`src/rtl/synthCfgPkg.sv`:
```
package synthCfgPkg;

  localparam int WORD_W = 22;
  localparam int ADDR_W = 4;
  localparam int DATA_W = WORD_W - ADDR_W;

  localparam int ADR_MAIN  = 0;
  localparam int ADR_GAIN  = 1;
  localparam int ADR_POWER = 2;
  localparam int ADR_DIV0  = 3;
  localparam int NUM_DIV   = 6;
  localparam int NUM_REGS  = ADR_DIV0 + NUM_DIV;

  localparam int ADR_NRF1 = 3;
  localparam int ADR_NRF2 = 4;
  localparam int ADR_RRF1 = 6;
  localparam int ADR_RRF2 = 7;

  typedef enum logic {BAND_RF1 = 1'b0, BAND_RF2 = 1'b1} bandT;

  typedef struct packed {
    logic [1:0] auxSel;
    logic [1:0] ifDiv;
    logic       xinDiv2;
    logic       lowPwr;
    logic       autoPd;
  } mainCfgT;

  typedef struct packed {
    logic [1:0] kpIf;
    logic [1:0] kpRf2;
    logic [1:0] kpRf1;
  } gainCfgT;

  typedef struct packed {
    logic shiftEn;
    logic shiftBit;
    logic commitEn;
  } strobeT;

endpackage

```
`src/rtl/serialCtrl.sv`:
```
module serialCtrl
  import synthCfgPkg::*;
#(
  parameter int SYNC_STAGES = 2
) (
  input  logic   clk,
  input  logic   rstN,
  input  logic   sclk,
  input  logic   sdata,
  input  logic   senN,
  output strobeT strobe
);

  localparam int PIPE_W = SYNC_STAGES + 1;

  logic [PIPE_W-1:0] sclkPipe;
  logic [PIPE_W-1:0] senPipe;
  logic [SYNC_STAGES-1:0] dataPipe;

  always_ff @(posedge clk or negedge rstN) begin
    if (!rstN) begin
      sclkPipe <= '0;
      senPipe  <= '1;
      dataPipe <= '0;
    end else begin
      sclkPipe <= {sclkPipe[PIPE_W-2:0], sclk};
      senPipe  <= {senPipe[PIPE_W-2:0], senN};
      dataPipe <= {dataPipe[SYNC_STAGES-2:0], sdata};
    end
  end

  logic sclkRise;
  logic senIdle;
  logic senRise;

  always_comb begin
    sclkRise = sclkPipe[SYNC_STAGES-1] & ~sclkPipe[SYNC_STAGES];
    senIdle  = senPipe[SYNC_STAGES-1];
    senRise  = senPipe[SYNC_STAGES-1] & ~senPipe[SYNC_STAGES];
    strobe.shiftEn  = sclkRise & ~senIdle;
    strobe.shiftBit = dataPipe[SYNC_STAGES-1];
    strobe.commitEn = senRise;
  end

  AST_NO_SHIFT_IDLE: assert property (@(posedge clk) disable iff (!rstN)
    senPipe[SYNC_STAGES-1] |-> !strobe.shiftEn) else $error("shift while idle");

  AST_SINGLE_COMMIT: assert property (@(posedge clk) disable iff (!rstN)
    strobe.commitEn |=> !strobe.commitEn) else $error("double commit");

endmodule

```
`src/rtl/cfgDatapath.sv`:
```
module cfgDatapath
  import synthCfgPkg::*;
(
  input  logic                clk,
  input  logic                rstN,
  input  strobeT              strobe,
  input  logic                pwdnN,
  output mainCfgT             mainCfg,
  output gainCfgT             gainCfg,
  output logic [DATA_W-1:0]   divOut [NUM_DIV],
  output bandT                band,
  output logic                ifEnable,
  output logic                rfEnable,
  output logic                refEnable
);

  logic [WORD_W-1:0] shiftReg;
  logic [ADDR_W-1:0] wrAddr;
  logic [DATA_W-1:0] wrData;
  logic              pdIf;
  logic              pdRf;

  always_ff @(posedge clk or negedge rstN) begin
    if (!rstN) shiftReg <= '0;
    else if (strobe.shiftEn) shiftReg <= {shiftReg[WORD_W-2:0], strobe.shiftBit};
  end

  assign wrAddr = shiftReg[ADDR_W-1:0];
  assign wrData = shiftReg[WORD_W-1:ADDR_W];

  function automatic logic hitAddr(input logic [ADDR_W-1:0] a, input int idx);
    return a == ADDR_W'(idx);
  endfunction

  always_ff @(posedge clk or negedge rstN) begin
    if (!rstN) begin
      mainCfg <= '0;
      gainCfg <= '0;
      pdIf    <= 1'b0;
      pdRf    <= 1'b0;
      band    <= BAND_RF1;
    end else if (strobe.commitEn) begin
      if (hitAddr(wrAddr, ADR_MAIN)) begin
        mainCfg.auxSel  <= wrData[13:12];
        mainCfg.ifDiv   <= wrData[11:10];
        mainCfg.xinDiv2 <= wrData[6];
        mainCfg.lowPwr  <= wrData[5];
        mainCfg.autoPd  <= wrData[3];
      end
      if (hitAddr(wrAddr, ADR_GAIN)) begin
        gainCfg.kpIf  <= wrData[5:4];
        gainCfg.kpRf2 <= wrData[3:2];
        gainCfg.kpRf1 <= wrData[1:0];
      end
      if (hitAddr(wrAddr, ADR_POWER)) begin
        pdIf <= wrData[1];
        pdRf <= wrData[0];
      end
      if (hitAddr(wrAddr, ADR_NRF1) || hitAddr(wrAddr, ADR_RRF1)) band <= BAND_RF1;
      if (hitAddr(wrAddr, ADR_NRF2) || hitAddr(wrAddr, ADR_RRF2)) band <= BAND_RF2;
    end
  end

  for (genvar d = 0; d < NUM_DIV; d++) begin : gDiv
    always_ff @(posedge clk or negedge rstN) begin
      if (!rstN) divOut[d] <= '0;
      else if (strobe.commitEn && hitAddr(wrAddr, ADR_DIV0 + d)) divOut[d] <= wrData;
    end
  end

  always_comb begin
    ifEnable  = pwdnN & (mainCfg.autoPd | pdIf);
    rfEnable  = pwdnN & (mainCfg.autoPd | pdRf);
    refEnable = ifEnable | rfEnable;
  end

  logic [NUM_DIV*DATA_W-1:0] divFlat;
  for (genvar d = 0; d < NUM_DIV; d++) begin : gFlat
    assign divFlat[d*DATA_W +: DATA_W] = divOut[d];
  end

  AST_RESERVED_QUIET: assert property (@(posedge clk) disable iff (!rstN)
    (strobe.commitEn && wrAddr >= ADDR_W'(NUM_REGS)) |=>
      $stable({divFlat, mainCfg, gainCfg, pdIf, pdRf, band})) else $error("reserved write");

  AST_BAND_RF1: assert property (@(posedge clk) disable iff (!rstN)
    (strobe.commitEn && (wrAddr == ADDR_W'(ADR_NRF1) || wrAddr == ADDR_W'(ADR_RRF1))) |=>
      band == BAND_RF1) else $error("band rf1");

  AST_BAND_RF2: assert property (@(posedge clk) disable iff (!rstN)
    (strobe.commitEn && (wrAddr == ADDR_W'(ADR_NRF2) || wrAddr == ADDR_W'(ADR_RRF2))) |=>
      band == BAND_RF2) else $error("band rf2");

  AST_PIN_OFF: assert property (@(posedge clk) disable iff (!rstN)
    !pwdnN |-> (!ifEnable && !rfEnable && !refEnable)) else $error("pin off");

  AST_AUTO_ON: assert property (@(posedge clk) disable iff (!rstN)
    (pwdnN && mainCfg.autoPd) |-> (ifEnable && rfEnable)) else $error("auto on");

  AST_SHIFT_HOLD: assert property (@(posedge clk) disable iff (!rstN)
    !strobe.shiftEn |=> $stable(shiftReg)) else $error("shift hold");

endmodule

```
`src/rtl/synthCfgPort.sv`:
```
module synthCfgPort
  import synthCfgPkg::*;
#(
  parameter int SYNC_STAGES = 2
) (
  input  logic        clk,
  input  logic        rstN,
  input  logic        sclk,
  input  logic        sdata,
  input  logic        senN,
  input  logic        pwdnN,
  output logic [1:0]  auxSel,
  output logic [1:0]  ifDiv,
  output logic        xinDiv2,
  output logic        lowPwr,
  output logic        autoPd,
  output logic [1:0]  kpIf,
  output logic [1:0]  kpRf2,
  output logic [1:0]  kpRf1,
  output logic [17:0] nRf1,
  output logic [17:0] nRf2,
  output logic [17:0] nIf,
  output logic [17:0] rRf1,
  output logic [17:0] rRf2,
  output logic [17:0] rIf,
  output logic        rfBandSel,
  output logic        ifEnable,
  output logic        rfEnable,
  output logic        refEnable
);

  strobeT            strobe;
  mainCfgT           mainCfg;
  gainCfgT           gainCfg;
  logic [DATA_W-1:0] divOut [NUM_DIV];
  bandT              band;

  serialCtrl #(.SYNC_STAGES(SYNC_STAGES)) uCtrl (
    .clk(clk), .rstN(rstN), .sclk(sclk), .sdata(sdata), .senN(senN), .strobe(strobe)
  );

  cfgDatapath uData (
    .clk(clk), .rstN(rstN), .strobe(strobe), .pwdnN(pwdnN),
    .mainCfg(mainCfg), .gainCfg(gainCfg), .divOut(divOut), .band(band),
    .ifEnable(ifEnable), .rfEnable(rfEnable), .refEnable(refEnable)
  );

  assign auxSel    = mainCfg.auxSel;
  assign ifDiv     = mainCfg.ifDiv;
  assign xinDiv2   = mainCfg.xinDiv2;
  assign lowPwr    = mainCfg.lowPwr;
  assign autoPd    = mainCfg.autoPd;
  assign kpIf      = gainCfg.kpIf;
  assign kpRf2     = gainCfg.kpRf2;
  assign kpRf1     = gainCfg.kpRf1;
  assign nRf1      = divOut[0];
  assign nRf2      = divOut[1];
  assign nIf       = divOut[2];
  assign rRf1      = divOut[3];
  assign rRf2      = divOut[4];
  assign rIf       = divOut[5];
  assign rfBandSel = band;

endmodule

```
`config.mk`:
```
export PLATFORM = sky130hd
export DESIGN_NAME = synthCfgPort
export DESIGN_NICKNAME = d
export VERILOG_FILES = /design/src/rtl/synthCfgPkg.sv /design/src/rtl/serialCtrl.sv /design/src/rtl/cfgDatapath.sv /design/src/rtl/synthCfgPort.sv
export SDC_FILE = /design/constraint.sdc
export NUM_CORES = 1
export LEC_CHECK = 0
export ABC_CLOCK_PERIOD_IN_PS = 2900
export BUFFER_PORTS_ARGS = -buffer_cell sky130_fd_sc_hd__buf_2
export CAP_MARGIN = 10
export CORE_ASPECT_RATIO = 0.5
export CORE_UTILIZATION = 60
export CTS_BUF_LIST = sky130_fd_sc_hd__clkbuf_4
export DETAILED_ROUTE_END_ITERATION = 8
export HOLD_SLACK_MARGIN = 0.12
export PLACE_DENSITY = 0.92
export SYNTH_ARGS = -nofsm -noshare
export SYNTH_HDL_FRONTEND = slang
export SYNTH_HIERARCHICAL = 1
export SYNTH_SLANG_ARGS = --single-unit
```
`constraint.sdc`:
```
create_clock -name clk -period 2.9 [get_ports clk]
set_input_delay 0.145 -clock clk [delete_from_list [all_inputs] [get_ports clk]]
set_output_delay 0.145 -clock clk [all_outputs]
set_load 0.03 [all_outputs]
```
* After elaboration in Yosys (flattened, before gate mapping)
Index checks and enable logic that the tools add are counted.
Word-level totals: flip-flop bits (word level) 154, input bits 6, output and inout port bits 125
Operators by class: bitwise gates (word level) 11, eq/ne operators 8, reductions and logical operators 14, multiplexer cells 2
Operators by type and width (number):
- $eq 4x3->1 const B | 4
- $eq 4x2->1 const B | 2
- $reduce_and 2->1 | 4
- $logic_and 1x1->1 | 6
- $and 1x1->1 | 5
- $eq 4x1->1 const B | 1
- $eq 4x4->1 const B | 1
- $logic_not 4->1 | 1
- $not 1->1 | 3
- $or 1x1->1 | 3
- $logic_or 1x1->1 | 2
- $mux 1 | 2
- $reduce_bool 2->1 | 1

* Depth between registers and ports, before layout
depth in word-level cells 4, depth in mapped cells 7, depth with buffers taken out 4

* Modules after synthesis
Netlist, hierarchy kept.
Modules (own cells, without submodules):
- cfgDatapath | cells an instance 328, instances 1, area each 5585.4 um^2
- serialCtrl | cells an instance 12, instances 1, area each 240.2 um^2

* Worst setup path after synthesis
No wires, ideal clock.
path type register to register, start point register uCtrl.senPipe[1], end point register uData/divOut[100] in the netlist's numbering, setup slack 0.978 ns, stages on the path, launching flop included 8, data arrival time 1.798 ns, period minus slack after synthesis 1.922 ns, buffers on the path 3, library setup time 0.125 ns, cell sequence dfstp_2 -> and2b_2 -> buf_4 -> nor3b_2 -> and3_1 -> buf_4 -> buf_6 -> mux2_2
On the way: cells in the longest elaborated chain, start to end 2
Ends and longest elaborated chain:
- from (decl) | RTL line serialCtrl.sv:17 | logic [PIPE_W-1:0] senPipe;
- from (signal assigned) | RTL line serialCtrl.sv:27 | senPipe <= {senPipe[PIPE_W-2:0], senN};
- $and 1x1->1 | RTL line serialCtrl.sv:39 | senRise = senPipe[SYNC_STAGES-1] & ~senPipe[SYNC_STAGES];
- via uCtrl.senRise | RTL line serialCtrl.sv:34 | logic senRise;
- $logic_and 1x1->1 | RTL line cfgDatapath.sv:67 | else if (strobe.commitEn && hitAddr(wrAddr, ADR_DIV0 + d)) divOut[d] <= wrData;
- to (signal, indexed assignment) | RTL line cfgDatapath.sv:67
- to (decl) | RTL line cfgDatapath.sv:10 | output logic [DATA_W-1:0] divOut [NUM_DIV],
The timed path passes the listed nets, and every way through them passes these cells. A chain may end at the register's enable or synchronous reset.

==> reports/summary.md <==
### Status
- complete, no violations — result of the run

### Synth
- 340 — post-synthesis cell count
- 154 — number of synthesized register bits
- 346 — synthesized netlist net count
- dfrtp_1 — commonest register cell after synthesis
- 1.000 — Async SR Flop Fraction
- 6 — synthesis warning total
- 0 — number of enable flip-flop cells after synthesis
- 151 x dfrtp_1, 136 x mux2_2, 10 x mux2_4, 6 x buf_1, 6 x buf_2 — most frequent cells after synthesis
- dfrtp_1 65%, mux2_2 26%, mux2_4 2.6% — top cells by area in the synthesized netlist
- 23 — post-synth cell types
- 17.13 um^2 — mean post-synth cell area
- dfrtp_1 — post-synthesis cell type with the largest combined area
- 0.6486 — area share of the leading cell type in the synthesized netlist
- 0.005826 mm^2 — total standard cell area after synthesis
- dfrtp_1 — most frequent cell after synthesis
- 0.6622 — fraction of the yosys area taken by sequential cells

### Placement
- 0.7839 — final weighted congestion in routability-driven placement
- 130 — input/output buffers
- 7765 um — total half-perimeter wirelength after legalization and detailed placement

### Cells and area
- 0.003857 mm^2 — sequential cell area
- 487 — NumNets Final
- 530 — fill cell total of the finished layout
- 0.6592 — fraction of layout instances using a drive strength above 1
- 19.52% — Synth-to-Final Area Change
- 0 — number of antenna cells inserted
- 0.001857 mm^2 — multi-input gate area in the final layout

### Clocking
- 17 — number of clock buffers inserted by TritonCTS
- 0 — number of buffers inserted by post-CTS setup repair
- 2 — deepest clock path buffer count
- yes — clock tree from TritonCTS
- 0 — post-cts gate resize count
- 4 — H-Tree Level Count
- 4 — Hold-fix buffers, CTS
- 0.12 ns — clock-pin slew on the worst setup and hold paths
- 0.52 ns — worst-skew pair later-pin latency
- 154 — Clock Sink Count
- clkbuf_4 — library cell used as clock root buffer

### Critical path
- register — category of the worst setup path capture point
- 3.30 ns — required time of the worst setup path
- register to register — critical path class
- uCtrl/senPipe[1] — worst flop-to-flop path startpoint
- register — crit start category
- and2b_2, nor3b_2, and3_1, buf_4, mux2_2 — worst path cell trace
- 10 — Max Fanout on Critical Path
- dfstp_2 — cell at the slowest stage of the critical path
- simple AND/OR/NAND/NOR gates — delay-heaviest family, CP
- 0.58 ns — peak per-stage delay on the critical path
- uCtrl/senPipe[1] — beginning of the critical path
- 1 — Buf+Inv Stages, Crit Path
- 2.73 ns — CP arrival

### Global route
- 77 — pin count of the biggest net entering global routing
- 0 — number of antenna violations at the first check in global routing
- 0 — total gr overflow
- 0.2569 — Total Routing Usage GR
- 19,160 um — wire length of the first global-routing pass
- 3,568 — via count of the first global-routing pass

### Drt
- 19.02 um — post-DR wirelength/cell
- 162 — violation count after the first detailed-routing iteration
- 4 — first drt pass iteration count
- 0 — DRT antenna net count
- 11,850 um — wire length reported by the detailed router
- 3,350 — routed vias
- 0 — DRC errors left
- 5.377 — post-detailed-route via-to-cell ratio

### STA
- 0 — count of final max-slew check failures
- 0.4289 GHz — timing-limited maximum frequency
- 0.2516 — relative slew slack
- 2.331 ns — clock period minus worst slack
- no — setup repair after global routing missed its margin
- 0 ns — setup_tns
- 0.8039 — fraction of the cycle the final worst path needs
- 0 — number of failing hold endpoints at the final stage
- 0.02020 ns — worst clock skew
- 0 — final setup vio count
- 1.123 ns — slew at the pin closest to its max-slew limit

### Floorplan
- 0.009069 mm^2 — area of the placeable core
- 131 — number of top-level design ports
- 0.6424 — Initial Util
- 24 — count of standard-cell rows
- 0.01013 mm^2 — Die Area
- 141.4 um — Horiz. Die Dim
- 71.68 um — die outline height

### Power
- 0.003946 uW — leakage power
- 3331 uW — internal power consumption
- 0.3019 — switching share of power
- 0.3644 mV — worst-case vdd ir drop
- 0.295 — clock network fraction of total power
- 685.2 mW/mm^2 — pwr dens
- 0.170 — Comb power frac
- 0.534 — portion of total power attributed to sequential cells
- 4771 uW — Tot Pwr
- 1440 uW — Net Sw Power

### Flow run
- 0 — number of max-cap violations

### Min path
- primary input to async pin — kind of path behind the tightest hold check

area by class of cell:
type,instances,share of cell area
sequential,154,0.5540
multi-input combinational,165,0.2667
timing repair buffer,142,0.1105
clock inverter,13,0.02552
tap,130,0.02336
clock buffer,18,0.01941
inverter,1,0.0005391
cells by family (layout without fill, tap and decap cells):
kind of cell	Yosys count	count (layout)	share of synthesized area
AOI/OAI and AO/OA	3	3	0.004080
buffers and inverters	21	174	0.02191
DFF	154	154	0.6622
muxes	146	146	0.2887
and+or+nand+nor	16	16	0.02320
final timing paths:
check / end / slack [ns] / cells past startpoint
max: uData/divOut[97] / 0.57 / 5
min: uData/gainCfg[1] / 0.21 / 2
max reg2reg: uData/divOut[97] / 0.57 / 5
min reg2reg: uCtrl/dataPipe[1] / 0.37 / 0
max in group asynchronous: uData/divOut[63] / 1.81 / 3
min in group clk: uCtrl/dataPipe[0] / 0.28 / 2
power by group through the flow:
stage,clock [uW],sequential (uW),combinational [uW]
floorplan,0,2720,373
global placement,0,2570,784
detailed placement,0,2580,806
CTS,1440,2550,821
global route,1530,2580,858
finish,1410,2550,812
layer usage:
metal,share of wire,GRT usage,vias to the layer above,routed length [um]
met2,0.50,0.4268,82,5905
li1,-,-,1491,-
met1,0.46,0.3374,1763,5412
met3,0.035,0.06618,14,412
met5,0,0,-,0
met4,0.010,0.08454,0,118
placed cells by master (no fill, tap or decap):
master,n
dfrtp_1,151
mux2_2,136
buf_2,129
clkbuf_4,18
mux2_4,10
buf_4,7
bufinv_16,4
dlygate4sd3_1,4
clkinvlp_4,3
dfstp_2,3
nor3b_2,3
clkinv_2,2
clkinv_1,2
clkinv_4,2
o21a_1,2
nand2_1,2
nand3b_1,2
buf_6,1
buf_12,1
nor3b_4,1
and2b_2,1
or2_2,1
and3_1,1
nand3b_4,1
or3_1,1
nor2_2,1
nor2_1,1
nand4b_2,1
inv_1,1
a221oi_1,1
flip-flops by register name, summed over array words and instances (netlist names), 2 cells and up:
| name | cells |
|---|---|
| uCtrl/sclkPipe | 3 |
| uData/shiftReg | 22 |
| uData/gainCfg | 6 |
| uCtrl/senPipe | 3 |
| uData/mainCfg | 7 |
| uData/divOut | 108 |
| uCtrl/dataPipe | 2 |
stage by stage:
step / instance area [um^2] / worst slack, ns / hold slack (ns) / utilization / std cells
5_1_grt: 6963 / 0.4596 / 0.2327 / 0.7678 / 623
6_report: 6963 / 0.5687 / 0.2072 / 0.7678 / 623
3_3_place_gp: 6610 / 0.7123 / 0.2130 / 0.7289 / 588
4_1_cts: 6963 / 0.6002 / 0.2030 / 0.7678 / 623
2_1_floorplan: 5826 / 0.9778 / -0.1506 / - / 340
3_5_place_dp: 6610 / 0.6090 / 0.2090 / 0.7289 / 588
Power figures use the tool's default switching activity.
